**src/rtl/lpm_pkg.sv**
```systemverilog
package lpm_pkg;
  typedef enum logic [2:0] {
    ST_OFF     = 3'd0,
    ST_ACT     = 3'd1,
    ST_DOZE    = 3'd2,
    ST_SAVE    = 3'd3,
    ST_SLEEP   = 3'd4,
    ST_WAKE    = 3'd5,
    ST_RESTORE = 3'd6
  } lpm_state_e;

  localparam int unsigned STATE_W = 3;
endpackage

```
**src/rtl/lpm_supply.sv**
```systemverilog
module lpm_supply #(
  parameter int unsigned NUM_SECT = 2
) (
  input  logic [NUM_SECT-1:0] host_en_i,
  output logic                reg_en_o,
  output logic [NUM_SECT-1:0] sect_rst_o
);
  assign reg_en_o = |host_en_i;

  for (genvar g = 0; g < NUM_SECT; g++) begin : g_rst
    assign sect_rst_o[g] = ~host_en_i[g];
  end
endmodule

```
**src/rtl/lpm_wake.sv**
```systemverilog
module lpm_wake #(
  parameter int unsigned NUM_WAKE = 3
) (
  input  logic                clk_i,
  input  logic                rst_ni,
  input  logic [NUM_WAKE-1:0] wake_i,
  input  logic                arm_i,
  input  logic                hold_i,
  output logic                wake_any_o,
  output logic                pend_o
);
  logic pend_q, pend_d;

  assign wake_any_o = |wake_i;

  always_comb begin
    if (arm_i)       pend_d = pend_q | wake_any_o;
    else if (hold_i) pend_d = pend_q;
    else             pend_d = 1'b0;
  end

  always_ff @(posedge clk_i or negedge rst_ni) begin
    if (!rst_ni) pend_q <= 1'b0;
    else         pend_q <= pend_d;
  end

  assign pend_o = pend_q;

  // a wake seen while saving must stay held until it is used
  AST_PEND_HELD: assert property (@(posedge clk_i) disable iff (!rst_ni)
    (arm_i && wake_any_o) |=> pend_o);
endmodule

```
**src/rtl/lpm_fsm.sv**
```systemverilog
module lpm_fsm
  import lpm_pkg::*;
(
  input  logic               clk_i,
  input  logic               rst_ni,
  input  logic               radio_on_i,
  input  logic               doze_req_i,
  input  logic               sleep_req_i,
  input  logic               wake_any_i,
  input  logic               wake_pend_i,
  input  logic               save_done_i,
  input  logic               pwr_good_i,
  output logic [STATE_W-1:0] state_o,
  output logic               clk_en_o,
  output logic               ana_en_o,
  output logic               core_en_o,
  output logic               save_o,
  output logic               restore_o
);
  lpm_state_e state_q, state_d;
  logic clk_dec, ana_dec, core_dec, save_dec, rest_dec;

  always_comb begin
    state_d = state_q;
    if (!radio_on_i) begin
      state_d = ST_OFF;
    end else begin
      unique case (state_q)
        ST_OFF:     state_d = ST_ACT;
        ST_ACT:     if (sleep_req_i)     state_d = ST_SAVE;
                    else if (doze_req_i) state_d = ST_DOZE;
        ST_DOZE:    if (wake_any_i)      state_d = ST_ACT;
        ST_SAVE:    if (save_done_i)     state_d = ST_SLEEP;
        ST_SLEEP:   if (wake_any_i || wake_pend_i) state_d = ST_WAKE;
        ST_WAKE:    if (pwr_good_i)      state_d = ST_RESTORE;
        ST_RESTORE: state_d = ST_ACT;
        default:    state_d = ST_OFF;
      endcase
    end
  end

  always_ff @(posedge clk_i or negedge rst_ni) begin
    if (!rst_ni) state_q <= ST_OFF;
    else         state_q <= state_d;
  end

  always_comb begin
    clk_dec  = 1'b0;
    ana_dec  = 1'b0;
    core_dec = 1'b0;
    save_dec = 1'b0;
    rest_dec = 1'b0;
    unique case (state_q)
      ST_ACT:     begin clk_dec = 1'b1; ana_dec = 1'b1; core_dec = 1'b1; end
      ST_DOZE:    core_dec = 1'b1;
      ST_SAVE:    begin clk_dec = 1'b1; core_dec = 1'b1; save_dec = 1'b1; end
      ST_WAKE:    core_dec = 1'b1;
      ST_RESTORE: begin clk_dec = 1'b1; core_dec = 1'b1; rest_dec = 1'b1; end
      default:    ;
    endcase
  end

  // a low radio pin forces every enable off at once
  assign clk_en_o  = clk_dec  & radio_on_i;
  assign ana_en_o  = ana_dec  & radio_on_i;
  assign core_en_o = core_dec & radio_on_i;
  assign save_o    = save_dec & radio_on_i;
  assign restore_o = rest_dec & radio_on_i;
  assign state_o   = state_q;

  AST_SAVE_BEFORE_OFF: assert property (@(posedge clk_i) disable iff (!rst_ni)
    $rose(state_q == ST_SLEEP) |-> ($past(state_q) == ST_SAVE && $past(save_done_i)));
  AST_RESTORE_AFTER_PG: assert property (@(posedge clk_i) disable iff (!rst_ni)
    (state_q == ST_RESTORE) |-> ($past(state_q) == ST_WAKE && $past(pwr_good_i)));
  AST_RESTORE_ONE_CYC: assert property (@(posedge clk_i) disable iff (!rst_ni)
    restore_o |=> !restore_o);
  AST_PEND_EXIT: assert property (@(posedge clk_i) disable iff (!rst_ni)
    (state_q == ST_SLEEP && wake_pend_i) |=> (state_q == ST_WAKE || state_q == ST_OFF));
  AST_COLD_START: assert property (@(posedge clk_i) disable iff (!rst_ni)
    (state_q == ST_ACT) |-> ($past(state_q) != ST_OFF || !$past(restore_o)));
endmodule

```
**src/rtl/lpm_ctrl.sv**
```systemverilog
module lpm_ctrl
  import lpm_pkg::*;
#(
  parameter int unsigned NUM_SECT   = 2,
  parameter int unsigned NUM_WAKE   = 3,
  parameter int unsigned RADIO_SECT = 0
) (
  input  logic                clk_i,
  input  logic                rst_ni,
  input  logic [NUM_SECT-1:0] host_en_i,
  input  logic                doze_req_i,
  input  logic                sleep_req_i,
  input  logic [NUM_WAKE-1:0] wake_i,
  input  logic                save_done_i,
  input  logic                pwr_good_i,
  output logic                reg_en_o,
  output logic [NUM_SECT-1:0] sect_rst_o,
  output logic                main_clk_en_o,
  output logic                ana_pwr_en_o,
  output logic                core_pwr_en_o,
  output logic                save_o,
  output logic                restore_o,
  output logic [STATE_W-1:0]  mode_o
);
  logic wake_any, wake_pend, in_save, in_sleep;

  lpm_supply #(.NUM_SECT(NUM_SECT)) u_supply (
    .host_en_i  (host_en_i),
    .reg_en_o   (reg_en_o),
    .sect_rst_o (sect_rst_o)
  );

  assign in_save  = (mode_o == STATE_W'(ST_SAVE));
  assign in_sleep = (mode_o == STATE_W'(ST_SLEEP));

  lpm_wake #(.NUM_WAKE(NUM_WAKE)) u_wake (
    .clk_i      (clk_i),
    .rst_ni     (rst_ni),
    .wake_i     (wake_i),
    .arm_i      (in_save),
    .hold_i     (in_sleep),
    .wake_any_o (wake_any),
    .pend_o     (wake_pend)
  );

  lpm_fsm u_fsm (
    .clk_i       (clk_i),
    .rst_ni      (rst_ni),
    .radio_on_i  (host_en_i[RADIO_SECT]),
    .doze_req_i  (doze_req_i),
    .sleep_req_i (sleep_req_i),
    .wake_any_i  (wake_any),
    .wake_pend_i (wake_pend),
    .save_done_i (save_done_i),
    .pwr_good_i  (pwr_good_i),
    .state_o     (mode_o),
    .clk_en_o    (main_clk_en_o),
    .ana_en_o    (ana_pwr_en_o),
    .core_en_o   (core_pwr_en_o),
    .save_o      (save_o),
    .restore_o   (restore_o)
  );

  AST_SAFE_OFF: assert property (@(posedge clk_i) disable iff (!rst_ni)
    (host_en_i == '0) |-> (!reg_en_o && !main_clk_en_o && !ana_pwr_en_o
                           && !core_pwr_en_o && !save_o && !restore_o));
  AST_PWRDN_MODE: assert property (@(posedge clk_i) disable iff (!rst_ni)
    !host_en_i[RADIO_SECT] |=> (mode_o == STATE_W'(ST_OFF) || host_en_i[RADIO_SECT]));
endmodule

```
**config.mk**
```make
export PLATFORM = sky130hd
export DESIGN_NAME = lpm_ctrl
export DESIGN_NICKNAME = d
export VERILOG_FILES = /design/src/rtl/lpm_pkg.sv /design/src/rtl/lpm_supply.sv /design/src/rtl/lpm_wake.sv /design/src/rtl/lpm_fsm.sv /design/src/rtl/lpm_ctrl.sv
export SDC_FILE = /design/constraint.sdc
export NUM_CORES = 1
export LEC_CHECK = 0
export ABC_AREA = 1
export BUFFER_PORTS_ARGS = -buffer_cell sky130_fd_sc_hd__buf_2
export CAP_MARGIN = 20
export CORE_AREA = 3 3 40 42
export DETAILED_ROUTE_END_ITERATION = 12
export DIE_AREA = 0 0 43 45
export SKIP_LAST_GASP = 1
export SYNTH_ARGS = -nofsm -noshare
export SYNTH_HDL_FRONTEND = slang
export SYNTH_SLANG_ARGS = --single-unit
export TNS_END_PERCENT = 1
```
**constraint.sdc**
```tcl
create_clock -name clk_i -period 2.8 [get_ports clk_i]
set_input_delay 0.14 -clock clk_i [delete_from_list [all_inputs] [get_ports clk_i]]
set_output_delay 0.14 -clock clk_i [all_outputs]
set_load 0.02 [all_outputs]
```
After elaboration in Yosys (flattened, before gate mapping)
Cells that the tools add are included.
- reduce and logical (&&, ||, !) cells: 8
- muxes and demuxes: 15
- bitwise logic cells: 8
- eq/ne operators: 12
- operators with widths (kind ; count):
    two-way mux 3 bit ; 7
    case mux 3 bit (6 select lines) ; 1
    equality test 3 bit, second input constant ; 3
    two-way mux 1 bit ; 7
    equality test 3 x 2 -> 1 bit, second input constant ; 2
    inequality test 3 x 2 -> 1 bit, second input constant ; 2
    inequality test 3 bit, second input constant ; 2
    OR reduction 3 bit ; 2
    AND 1 bit ; 5
    AND reduction 5 bit ; 1
    OR reduction 5 bit ; 1
    inequality test 4 bit, second input constant ; 1
    OR reduction 2 bit ; 2
    equality test 3 x 1 -> 1 bit, second input constant ; 1
    logical NOT 3 bit ; 1
    inequality test 2 bit, second input constant ; 1
    inverter 1 bit ; 2
    logical OR 1 bit ; 1
    bitwise OR 1 bit ; 1
- bits in registers: 4
- logic and storage cells: 45
- output and inout bits: 11
- bits of input ports: 11

Depth between registers and ports, before layout
Gate-level depths: netlist of the first run.
- depth in word-level cells: 5
- depth in mapped cells: 9

Hierarchy
Synthesis of the first run repeated with hierarchy kept, for this count alone.
- cells, all modules: 75
- area, all modules: 414.1 sq um
- by module, submodules not included (module ; cells an instance ; times used ; seq. area each (sq um) ; area each (sq um)):
    lpm_fsm ; 56 ; 1 ; 75.1 ; 315.3
    lpm_wake ; 11 ; 1 ; 25.0 ; 66.3
    lpm_ctrl ; 5 ; 1 ; 0.0 ; 18.8
    lpm_supply ; 3 ; 1 ; 0.0 ; 13.8

Worst setup path before layout of the first run
OpenSTA, ideal clock, no wires.
- kind: reg2reg
- start: reg u_fsm.state_q[1], in the netlist u_fsm.state_o[1]
- end: reg u_fsm.state_q[2], in the netlist u_fsm.state_o[2]
- library setup time: 0.118 ns
- stages on the path, launching flop included: 10
- required time: 2.682 ns
- slack: 1.513 ns
- arrival: 1.169 ns
- path buffers: 0
- path through: dfrtp_1 -> inv_1 -> nand2_1 -> inv_1 -> nand2_1 -> nor2_1 -> nor2_2 -> nand2_2 -> nand2_1 -> nand2_1
- cells in the longest elaborated chain, start to end: 4
- elaborated cells between the ends (all ways): 16
- those cells by class: eq/ne: 11; mux: 2; reduce/logical: 3
- RTL lines (item ; line ; source):
    from (decl) ; lpm_fsm.sv:20 ; lpm_state_e state_q, state_d;
    from (signal assigned) ; lpm_fsm.sv:44 ; else state_q <= state_d;
    equality test 3 bit / logical NOT 3 bit (equally long branches) ; lpm_fsm.sv:28 ; unique case (state_q)
    OR reduction 2 bit (no line) ; n/a ;
    case mux 3 bit (6 select lines) ; lpm_fsm.sv:28 ;
    two-way mux 3 bit ; lpm_fsm.sv:25 ; if (!radio_on_i) begin
Parallel ways exist; a longest one is shown, timed or not.
A chain may end at the register's enable or synchronous reset.

Worst setup path in the final report of the first run
- start: reg u_fsm.state_q[1], in the netlist u_fsm.state_o[1]
- end: out ana_pwr_en_o
- cells in the longest elaborated chain, start to end: 3
- RTL lines (item ; line ; source):
    equality test 3 x 1 -> 1 bit ; lpm_fsm.sv:53 ; unique case (state_q)
    two-way mux 1 bit ; lpm_fsm.sv:53 ;
    AND 1 bit ; lpm_fsm.sv:65 ; assign ana_en_o = ana_dec & radio_on_i;
    to (decl) ; lpm_ctrl.sv:19 ; output logic ana_pwr_en_o,
No other way between the ends.

==> results of run 1 <==
[cell usage after synthesis (all sizes together)]
master   n  area [µm²]
a21boi   1        7.51
a21oi    1        5.00
a31oi    1        6.26
dfrtp    4         100
inv     14        52.6
nand2   21        81.3
nand3    3        15.0
nand3b   1        7.51
nand4    3        18.8
nor2    14        60.1
o21ai    2        10.0
o22ai    1        6.26
or2      1        6.26
[cells by family after synthesis]
family | share of synthesized area (%)
buf+inv | 14.0
simple gates | 50.2
compound gates | 9.30
flops | 26.6
[registers in the layout, summed over array words and instances (netlist names)]
| signal | flops |
|---|---|
| u_fsm.state_o | 3 |
| u_wake.pend_o | 1 |
[per-stage QoR]
stage / total power (W) / setup WS (ns) / cells / cell area, µm²
finish: 0.000231 / 1.35 / 107 / 533
global route: 0.000250 / 1.24 / 107 / 533
CTS: 0.000234 / 1.35 / 107 / 533
detailed placement: 0.000162 / 1.50 / 103 / 500
global placement: 0.000163 / 1.49 / 103 / 500
floorplan: 0.000131 / 1.51 / 67 / 377
[routing by layer]
layer  routed length, µm  up-vias
met1                 413      207
met4                   0        0
met3                  99        0
met2                 476       26
li1                    -      259
met5                   0        -
[worst paths after layout]
path | start | end | depth (start not counted)
worst min-delay path | doze_req_i | u_fsm.state_o[0]$_DFFE_PN0P_ | 4
worst max register to register | u_fsm.state_o[1]$_DFFE_PN0P_ | u_fsm.state_o[2]$_DFFE_PN0P_ | 9
worst min register to register | u_fsm.state_o[1]$_DFFE_PN0P_ | u_fsm.state_o[1]$_DFFE_PN0P_ | 2
max in group asynchronous | rst_ni | u_fsm.state_o[0]$_DFFE_PN0P_ | 2
worst max-delay path | u_fsm.state_o[1]$_DFFE_PN0P_ | ana_pwr_en_o | 6
min in group asynchronous | rst_ni | u_fsm.state_o[2]$_DFFE_PN0P_ | 2
[what timing repair did]
item                                   CTS  global route
hold buffers                             1             0
buffers inserted                         0             0
resized for setup                        0             0
endpoints found under the hold margin    4             0
[tightest hold or removal path, delay by kind of cell]
family | cells | cell delay (ns)
AOI/OAI and AO/OA | 1 | 0.09
buffers and inverters | 2 | 0.11
and+or+nand+nor | 1 | 0.08
[power groups by stage]
| stage | Sequential, W | Combinational (W) | Clock [W] |
|---|---|---|---|
| floorplan | 0.0000786 | 0.0000521 | 0 |
| global placement | 0.0000733 | 0.0000892 | 0 |
| detailed placement | 0.0000732 | 0.0000892 | 0 |
| CTS | 0.0000724 | 0.0000910 | 0.0000706 |
| global route | 0.0000738 | 0.000100 | 0.0000754 |
| finish | 0.0000727 | 0.0000902 | 0.0000686 |
[layout make-up]
cell class,instances,area share [%]
multi-input combinational,49,42.0
sequential,4,18.8
tap,15,3.52
timing repair buffer,22,21.6
inverter,14,9.86
clock buffer,3,4.23
==> impl_metrics.ini, run 1 <==
[global_routing]
antenna_found_initial = 0
grtUsageMet2_pct = 18.6
busiest_layer = met2
overflow = 0
track_usage_pct = 10.9
met1_usage_pct = 12.7
met3_usage_pct = 5.18
grt_pass1_wl_um = 1580
grt_pass1_vias = 410
grt_max_degree = 9

[cts]
cts_sinks = 4
numCtsBuffers = 3
clock_latency_ns = 0.23
clockBufferDepth = 2
cts_tree = done
cts_root_buffer = clkbuf_4
clk_pin_slew_worst_paths_ns = 0.04
htree_levels = 1

[synth]
syn_area_um2 = 377
synth.distinct_cells = 16
ys_ff_latch = 4
ys_warn_count = 0
yosysSeqAreaShare_pct = 26.6
syn_inst = 67
syn-mean-instance-area_um2 = 5.62
synth_fp_nets = 78

[detailed_routing]
drt-initial-drc-count = 14
antenna_left = 0
drcViolationCount = 0
vias = 492
routed_via_density = 4.60
dr.pass1.iters = 4
wl_per_cell_um = 9.23
wirelength_um = 988

[layout]
area_growth_pct = 41.5
final_cell_mix = 21 x buf_2, 20 x nand2_1, 13 x inv_1
final-seq-area_um2 = 100
layout.nets = 105
post-route-util_pct = 41.5
drive_gt1_share_pct = 31.5
multi_input_area_um2 = 224
antennaDiodeCount = 0
n_fill_cell = 135
layout_commonest_cell = buf_2

[setup_path]
startpoint_type = register
critPathCaptureType = output pin
r2r_slack_ns = 1.48
critical_path_arrival_ns = 1.31
max_stage_delay_ns = 0.41
setup.worst_path.class = reg -> out
crit_chain = inv_1 > nand2_1 > inv_1 > nand2_1 > inv_1 > buf_2
critPathRequiredTime_ns = 2.66
cp_top_family = buffers and inverters
cpMaxStageDelayCell = dfrtp_1
path_max_fanout = 6
worst-path-buf-inv = 4
path_common_cell = inv_1

[die]
die_area_um2 = 1940
start_util_pct = 29.3
die_w_um = 43
die_h_um = 45
ios = 22
placeableCoreArea_um2 = 1280
rows = 13

[sta]
fin_skew_ns = 0.000340
tightest_slew_ns = 0.239
holdWs_ns = 0.236
hold_viol_final = 0
rsz0062_at_grt = no
finalCriticalPeriod_ns = 1.45
tns_ns = 0
setup_viol = 0
fin_crit_sh_pct = 51.7
max_slew_margin_pct = 84.1
fmax_mhz = 691
slew_viol_final = 0

[hold_path]
hold_class = in -> reg

[power_and_ir_drop]
p_sw_w = 0.0000878
p_clk_share_pct = 29.6
internal_power_w = 0.000144
seq_power_share_pct = 31.4
powerDensity_nw_per_um2 = 434
p_leak_nw = 0.338
switching_share_pct = 37.9
peakVddDrop_v = 0.000238
power_frac_comb_pct = 39.0

[flow_run]
maxCapViolCount = 0

[run_status]
status = finished, final reports clean

[place]
dp_hpwl_um = 795
gp_congestion = 0.802
port_buffers = 21
(Power assumes the default switching activity.)
==> inputs of run 2 (changes only) <==
==> constraint.sdc (replaced) <==
create_clock -name clk_i -period 1.4 [get_ports clk_i]
set_input_delay 0.07 -clock clk_i [delete_from_list [all_inputs] [get_ports clk_i]]
set_output_delay 0.07 -clock clk_i [all_outputs]
set_load 0.02 [all_outputs]
==> run 2 against run 1 <==
- total power up 110%
- combinational power up 120%
- worst hold slack worse by 0.069 ns
- routed wire length up 3.6%
- worst setup slack worse by 1.3 ns
- sequential share of layout area down 0.51 points
==> impl_metrics.ini, run 2 (same netlist as run 1, synthesis figures left out) <==
[cts]
cts_setup_buffers = 0
cts_root_buffer = clkbuf_4
clock_latency_ns = 0.23
clockBufferDepth = 2
cts_sinks = 4
numCtsBuffers = 3
clk_pin_slew_worst_paths_ns = 0.03
htree_levels = 1
cts_tree = done

[sta]
fin_skew_ns = 0.00603
tns_ns = 0
slew_viol_final = 0
setup_viol = 0
rsz0062_at_grt = no
max_slew_margin_pct = 86.7
fmax_mhz = 767
hold_viol_final = 0
tightest_slew_ns = 0.198
fin_crit_sh_pct = 93.1
finalCriticalPeriod_ns = 1.30

[global_routing]
grt_pass1_vias = 471
antenna_found_initial = 0
grt_max_degree = 7
overflow = 0
track_usage_pct = 11.9
grt_pass1_wl_um = 1730

[setup_path]
path_max_fanout = 4
reg2regPathDepth = 9
setup.worst_path.start = u_fsm.state_o[0]$_DFFE_PN0P_
startpoint_type = register
r2r-start = u_fsm.state_o[1]$_DFFE_PN0P_
critical_path_arrival_ns = 1.23
critPathCaptureType = output pin
critPathRequiredTime_ns = 1.33
setup.worst_path.class = reg -> out

[layout]
drive_gt1_share_pct = 34.0
antennaDiodeCount = 0
layout_commonest_cell = buf_2
layout.nets = 107
post-route-util_pct = 42.6
area_growth_pct = 45.5
largest_reg_flops = 3
final_cell_mix = 21 x buf_2, 20 x nand2_1, 12 x inv_1

[run_status]
status = finished, final reports clean

[power_and_ir_drop]
powerDensity_nw_per_um2 = 873
peakVddDrop_v = 0.000625
p_leak_nw = 0.348

[hold_path]
hold_depth = 4
min_from = doze_req_i
hold_class = in -> reg

[place]
gp_congestion = 0.822
port_buffers = 21
dp_hpwl_um = 866

[detailed_routing]
drt-initial-drc-count = 17
wirelength_um = 1020
routed_via_density = 4.58
antenna_left = 0
drcViolationCount = 0
wl_per_cell_um = 9.39
dr.pass1.iters = 4
vias = 499

[die]
start_util_pct = 29.3
die_h_um = 45
die_w_um = 43
rows = 13
placeableCoreArea_um2 = 1280
die_area_um2 = 1940
ios = 22

[flow_run]
maxCapViolCount = 0
## run 2: cell types whose count changed in the layout (fill, tap and decap cells not counted)
cell   before  now
inv_1      13   12
inv_2       1    2
buf_4       0    2
## run 2: cell type report
class | instances | area [µm²]
Clock buffer | 3 | 22.5
Sequential cell | 4 | 100
Fill cell | 133 | 737
Multi-Input combinational cell | 49 | 224
Tap cell | 15 | 18.8
Inverter | 14 | 52.6
Timing Repair Buffer | 24 | 130
## run 2: metal layers
metal	vias up	part of all wire (%)	global-route usage (%)
met5	-	0	0
met4	0	0	0
met3	0	10	5.98
met2	22	48	21.9
met1	218	41	13.1
li1	259	-	-
## run 2: worst paths after layout
kind | end | slack [ns]
max in group asynchronous | u_fsm.state_o[0]$_DFFE_PN0P_ | 1.10
min in group asynchronous | u_fsm.state_o[1]$_DFFE_PN0P_ | 0.18
setup reg to reg | u_fsm.state_o[2]$_DFFE_PN0P_ | 0.15
hold / removal | u_fsm.state_o[0]$_DFFE_PN0P_ | 0.17
setup / recovery | core_pwr_en_o | 0.1
hold reg to reg | u_fsm.state_o[1]$_DFFE_PN0P_ | 0.54
## run 2: critical path, stage by stage, from the launching register on
cell	delay, ns
dfrtp_1	0.36
inv_1	0.09
nand2_1	0.13
nand2_1	0.06
o21ai_0	0.15
inv_1	0.05
buf_2	0.15
## run 2: repair_timing
action / CTS / global route
resized for setup: 0 / 1
hold buffers: 1 / 0
setup endpoints to repair: 0 / 5
hold endpoints to repair: 4 / 0
## run 2: where the power goes
| part | total (W) | internal, W | switching, W |
|---|---|---|---|
| Sequential | 0.000142 | 0.000129 | 0.0000122 |
| Clock | 0.000141 | 0.0000957 | 0.0000450 |
| Combinational | 0.000196 | 0.0000714 | 0.000125 |
| Total | 0.000478 | 0.000297 | 0.000182 |
## run 2: per-stage QoR
stage,cell area (µm²),total power (W),worst slack (ns),cells,hold slack [ns]
after CTS,548,0.000486,0.0528,109,0.162
after detailed placement,515,0.000336,0.137,105,-0.121
after global routing,548,0.000521,0.00131,109,0.183
after floorplan,377,0.000261,0.113,67,-0.226
final,548,0.000478,0.0962,109,0.167
after global placement,515,0.000336,0.150,105,-0.121
==> inputs of run 3 (changes only) <==
--- a/config.mk
+++ b/config.mk
@@ -8,9 +8,15 @@
 export ABC_AREA = 1
 export BUFFER_PORTS_ARGS = -buffer_cell sky130_fd_sc_hd__buf_2
 export CAP_MARGIN = 20
-export CORE_AREA = 3 3 40 42
+export CELL_PAD_IN_SITES_DETAIL_PLACEMENT = 0
+export CELL_PAD_IN_SITES_GLOBAL_PLACEMENT = 2
+export CORE_ASPECT_RATIO = 1.1
+export CORE_MARGIN = 3
+export CORE_UTILIZATION = 18
+export CTS_CLUSTER_SIZE = 40
 export DETAILED_ROUTE_END_ITERATION = 12
-export DIE_AREA = 0 0 43 45
+export GPL_TIMING_DRIVEN = 1
+export PLACE_DENSITY_LB_ADDON = 0.1
 export SKIP_LAST_GASP = 1
 export SYNTH_ARGS = -nofsm -noshare
 export SYNTH_HDL_FRONTEND = slang
==> run 3 against run 2 <==
- clock power barely moved
- via count rose by 3.4%
- non-clock buffer count rose by 3
- critical path type unchanged
- clock-buffer cell count did not move
- worst hold slack got worse by 0.0098 ns
- utilization fell by 11 points
- largest power group unchanged
==> impl_metrics.ini, run 3 (same netlist as run 1, synthesis figures left out) <==
[flow_run]
maxCapViolCount = 0

[detailed_routing]
antenna_left = 0
dr.pass1.iters = 4
routed_via_density = 4.16
wirelength_um = 1210
drcViolationCount = 0
vias = 516
drt-initial-drc-count = 12
wl_per_cell_um = 9.79

[setup_path]
cpMaxStageDelayCell = dfrtp_1
setup.worst_path.class = reg -> out
cp_top_family = buffers and inverters
critical_path_arrival_ns = 1.28
critPathCaptureType = output pin
crit_chain = inv_1 > nand2_1 > buf_4 > nand2_1 > o21ai_1 > inv_1 > buf_2
max_stage_delay_ns = 0.39
path_max_fanout = 4
startpoint_type = register
worst-path-buf-inv = 4
critPathRequiredTime_ns = 1.33
rr_endpoint = u_fsm.state_o[2]$_DFFE_PN0P_
reg2regPathDepth = 7
r2r-start = u_fsm.state_o[1]$_DFFE_PN0P_
r2r_slack_ns = 0.17

[sta]
finalCriticalPeriod_ns = 1.35
fin_crit_sh_pct = 96.5
slew_viol_final = 0
fin_skew_ns = 0.00223
setup_viol = 0
tightest_slew_ns = 0.189
holdWs_ns = 0.157
max_slew_margin_pct = 87.3
rsz0062_at_grt = yes
fmax_mhz = 740
hold_viol_final = 0

[layout]
final_cell_mix = 21 x buf_2, 19 x nand2_1, 13 x inv_1
final-seq-area_um2 = 100
layout.nets = 110
largest_reg_flops = 3
area_growth_pct = 56.8
n_fill_cell = 230
fin_cells = 124
drive_gt1_share_pct = 37.1
antennaDiodeCount = 0
multi_input_area_um2 = 229
layout_commonest_cell = buf_2

[die]
ios = 22
start_util_pct = 20.0
die_area_um2 = 2680
die_w_um = 49.6
placeableCoreArea_um2 = 1880
die_h_um = 54.0
rows = 16

[cts]
htree_levels = 1
cts_tree = done
clock_latency_ns = 0.23
cts_sinks = 4
cts_root_buffer = clkbuf_4
numCtsBuffers = 3
clk_pin_slew_worst_paths_ns = 0.04
clockBufferDepth = 2

[hold_path]
holdPathEnd = u_fsm.state_o[0]$_DFFE_PN0P_
min_from = doze_req_i
hold_depth = 4
hold_class = in -> reg

[place]
dp_hpwl_um = 1030
dp.cells = 119
port_buffers = 21
gp_congestion = 0.773

[global_routing]
overflow = 0
grt_pass1_wl_um = 2080
grt_max_degree = 7
antenna_found_initial = 0
track_usage_pct = 10.8
grt_pass1_vias = 494

[power_and_ir_drop]
p_leak_nw = 0.362
peakVddDrop_v = 0.000280
powerDensity_nw_per_um2 = 855

[run_status]
status = finished, final reports clean
[run 3: cell type report]
cell class	count	area share, %
clock buffer	3	3.81
inverter	14	8.90
multi-input combinational	49	38.8
sequential	4	16.9
tap	27	5.72
timing repair buffer	27	25.8
[run 3: how the worst max path moves through the flow]
| stage | startpoint | to | slack [ns] | depth (start not counted) |
|---|---|---|---|---|
| after floorplan | u_fsm.state_o[1]$_DFFE_PN0P_ | u_fsm.state_o[2]$_DFFE_PN0P_ | 0.11 | 9 |
| after CTS | u_fsm.state_o[0]$_DFFE_PN0P_ | core_pwr_en_o | 0.009 | 7 |
| after detailed placement | u_fsm.state_o[0]$_DFFE_PN0P_ | u_fsm.state_o[1]$_DFFE_PN0P_ | 0.18 | 9 |
| after global routing | u_fsm.state_o[1]$_DFFE_PN0P_ | core_pwr_en_o | -0.01 | 7 |
| after global placement | u_fsm.state_o[0]$_DFFE_PN0P_ | u_fsm.state_o[1]$_DFFE_PN0P_ | 0.11 | 9 |
| final | u_fsm.state_o[0]$_DFFE_PN0P_ | core_pwr_en_o | 0.05 | 7 |
[run 3: where the power goes]
part / switching (W) / internal, W / total (W)
Combinational: 0.000133 / 0.0000870 / 0.000220
Clock: 0.0000477 / 0.0000959 / 0.000144
Sequential: 0.0000121 / 0.000129 / 0.000141
[run 3: routing by layer]
| metal | global-route usage [%] | vias to the layer above | part of all wire (%) |
|---|---|---|---|
| met3 | 2.49 | 2 | 6.7 |
| met4 | 9.68 | 0 | 1.6 |
| li1 | - | 270 | - |
| met2 | 19.8 | 19 | 54 |
| met5 | 0 | - | 0 |
| met1 | 10.2 | 225 | 38 |
[run 3: metrics by stage]
stage / total power [W] / cell area [µm²] / utilization (%) / TNS, ns / setup WS, ns
after floorplan: 0.000261 / 377 / - / 0 / 0.113
after global placement: 0.000358 / 546 / 29.0 / 0 / 0.113
after detailed placement: 0.000353 / 546 / 29.0 / 0 / 0.180
after CTS: 0.000514 / 586 / 31.1 / 0 / 0.00941
after global routing: 0.000549 / 591 / 31.4 / -0.0381 / -0.0147
final: 0.000505 / 591 / 31.4 / 0 / 0.0490
[run 3: worst min-delay path, cell delays in order]
cell and delay, ns:
buf_2 0.07, inv_1 0.04, nand4_1 0.08, a31oi_1 0.08
[run 3: timing repair]
item                                    in CTS  in global routing
endpoints found under the setup margin       2                  2
pin swaps                                    0                  0
endpoints found under the hold margin        4                  0
setup buffers                                1                  0
resized for setup                            0                  3
hold buffers                                 1                  0
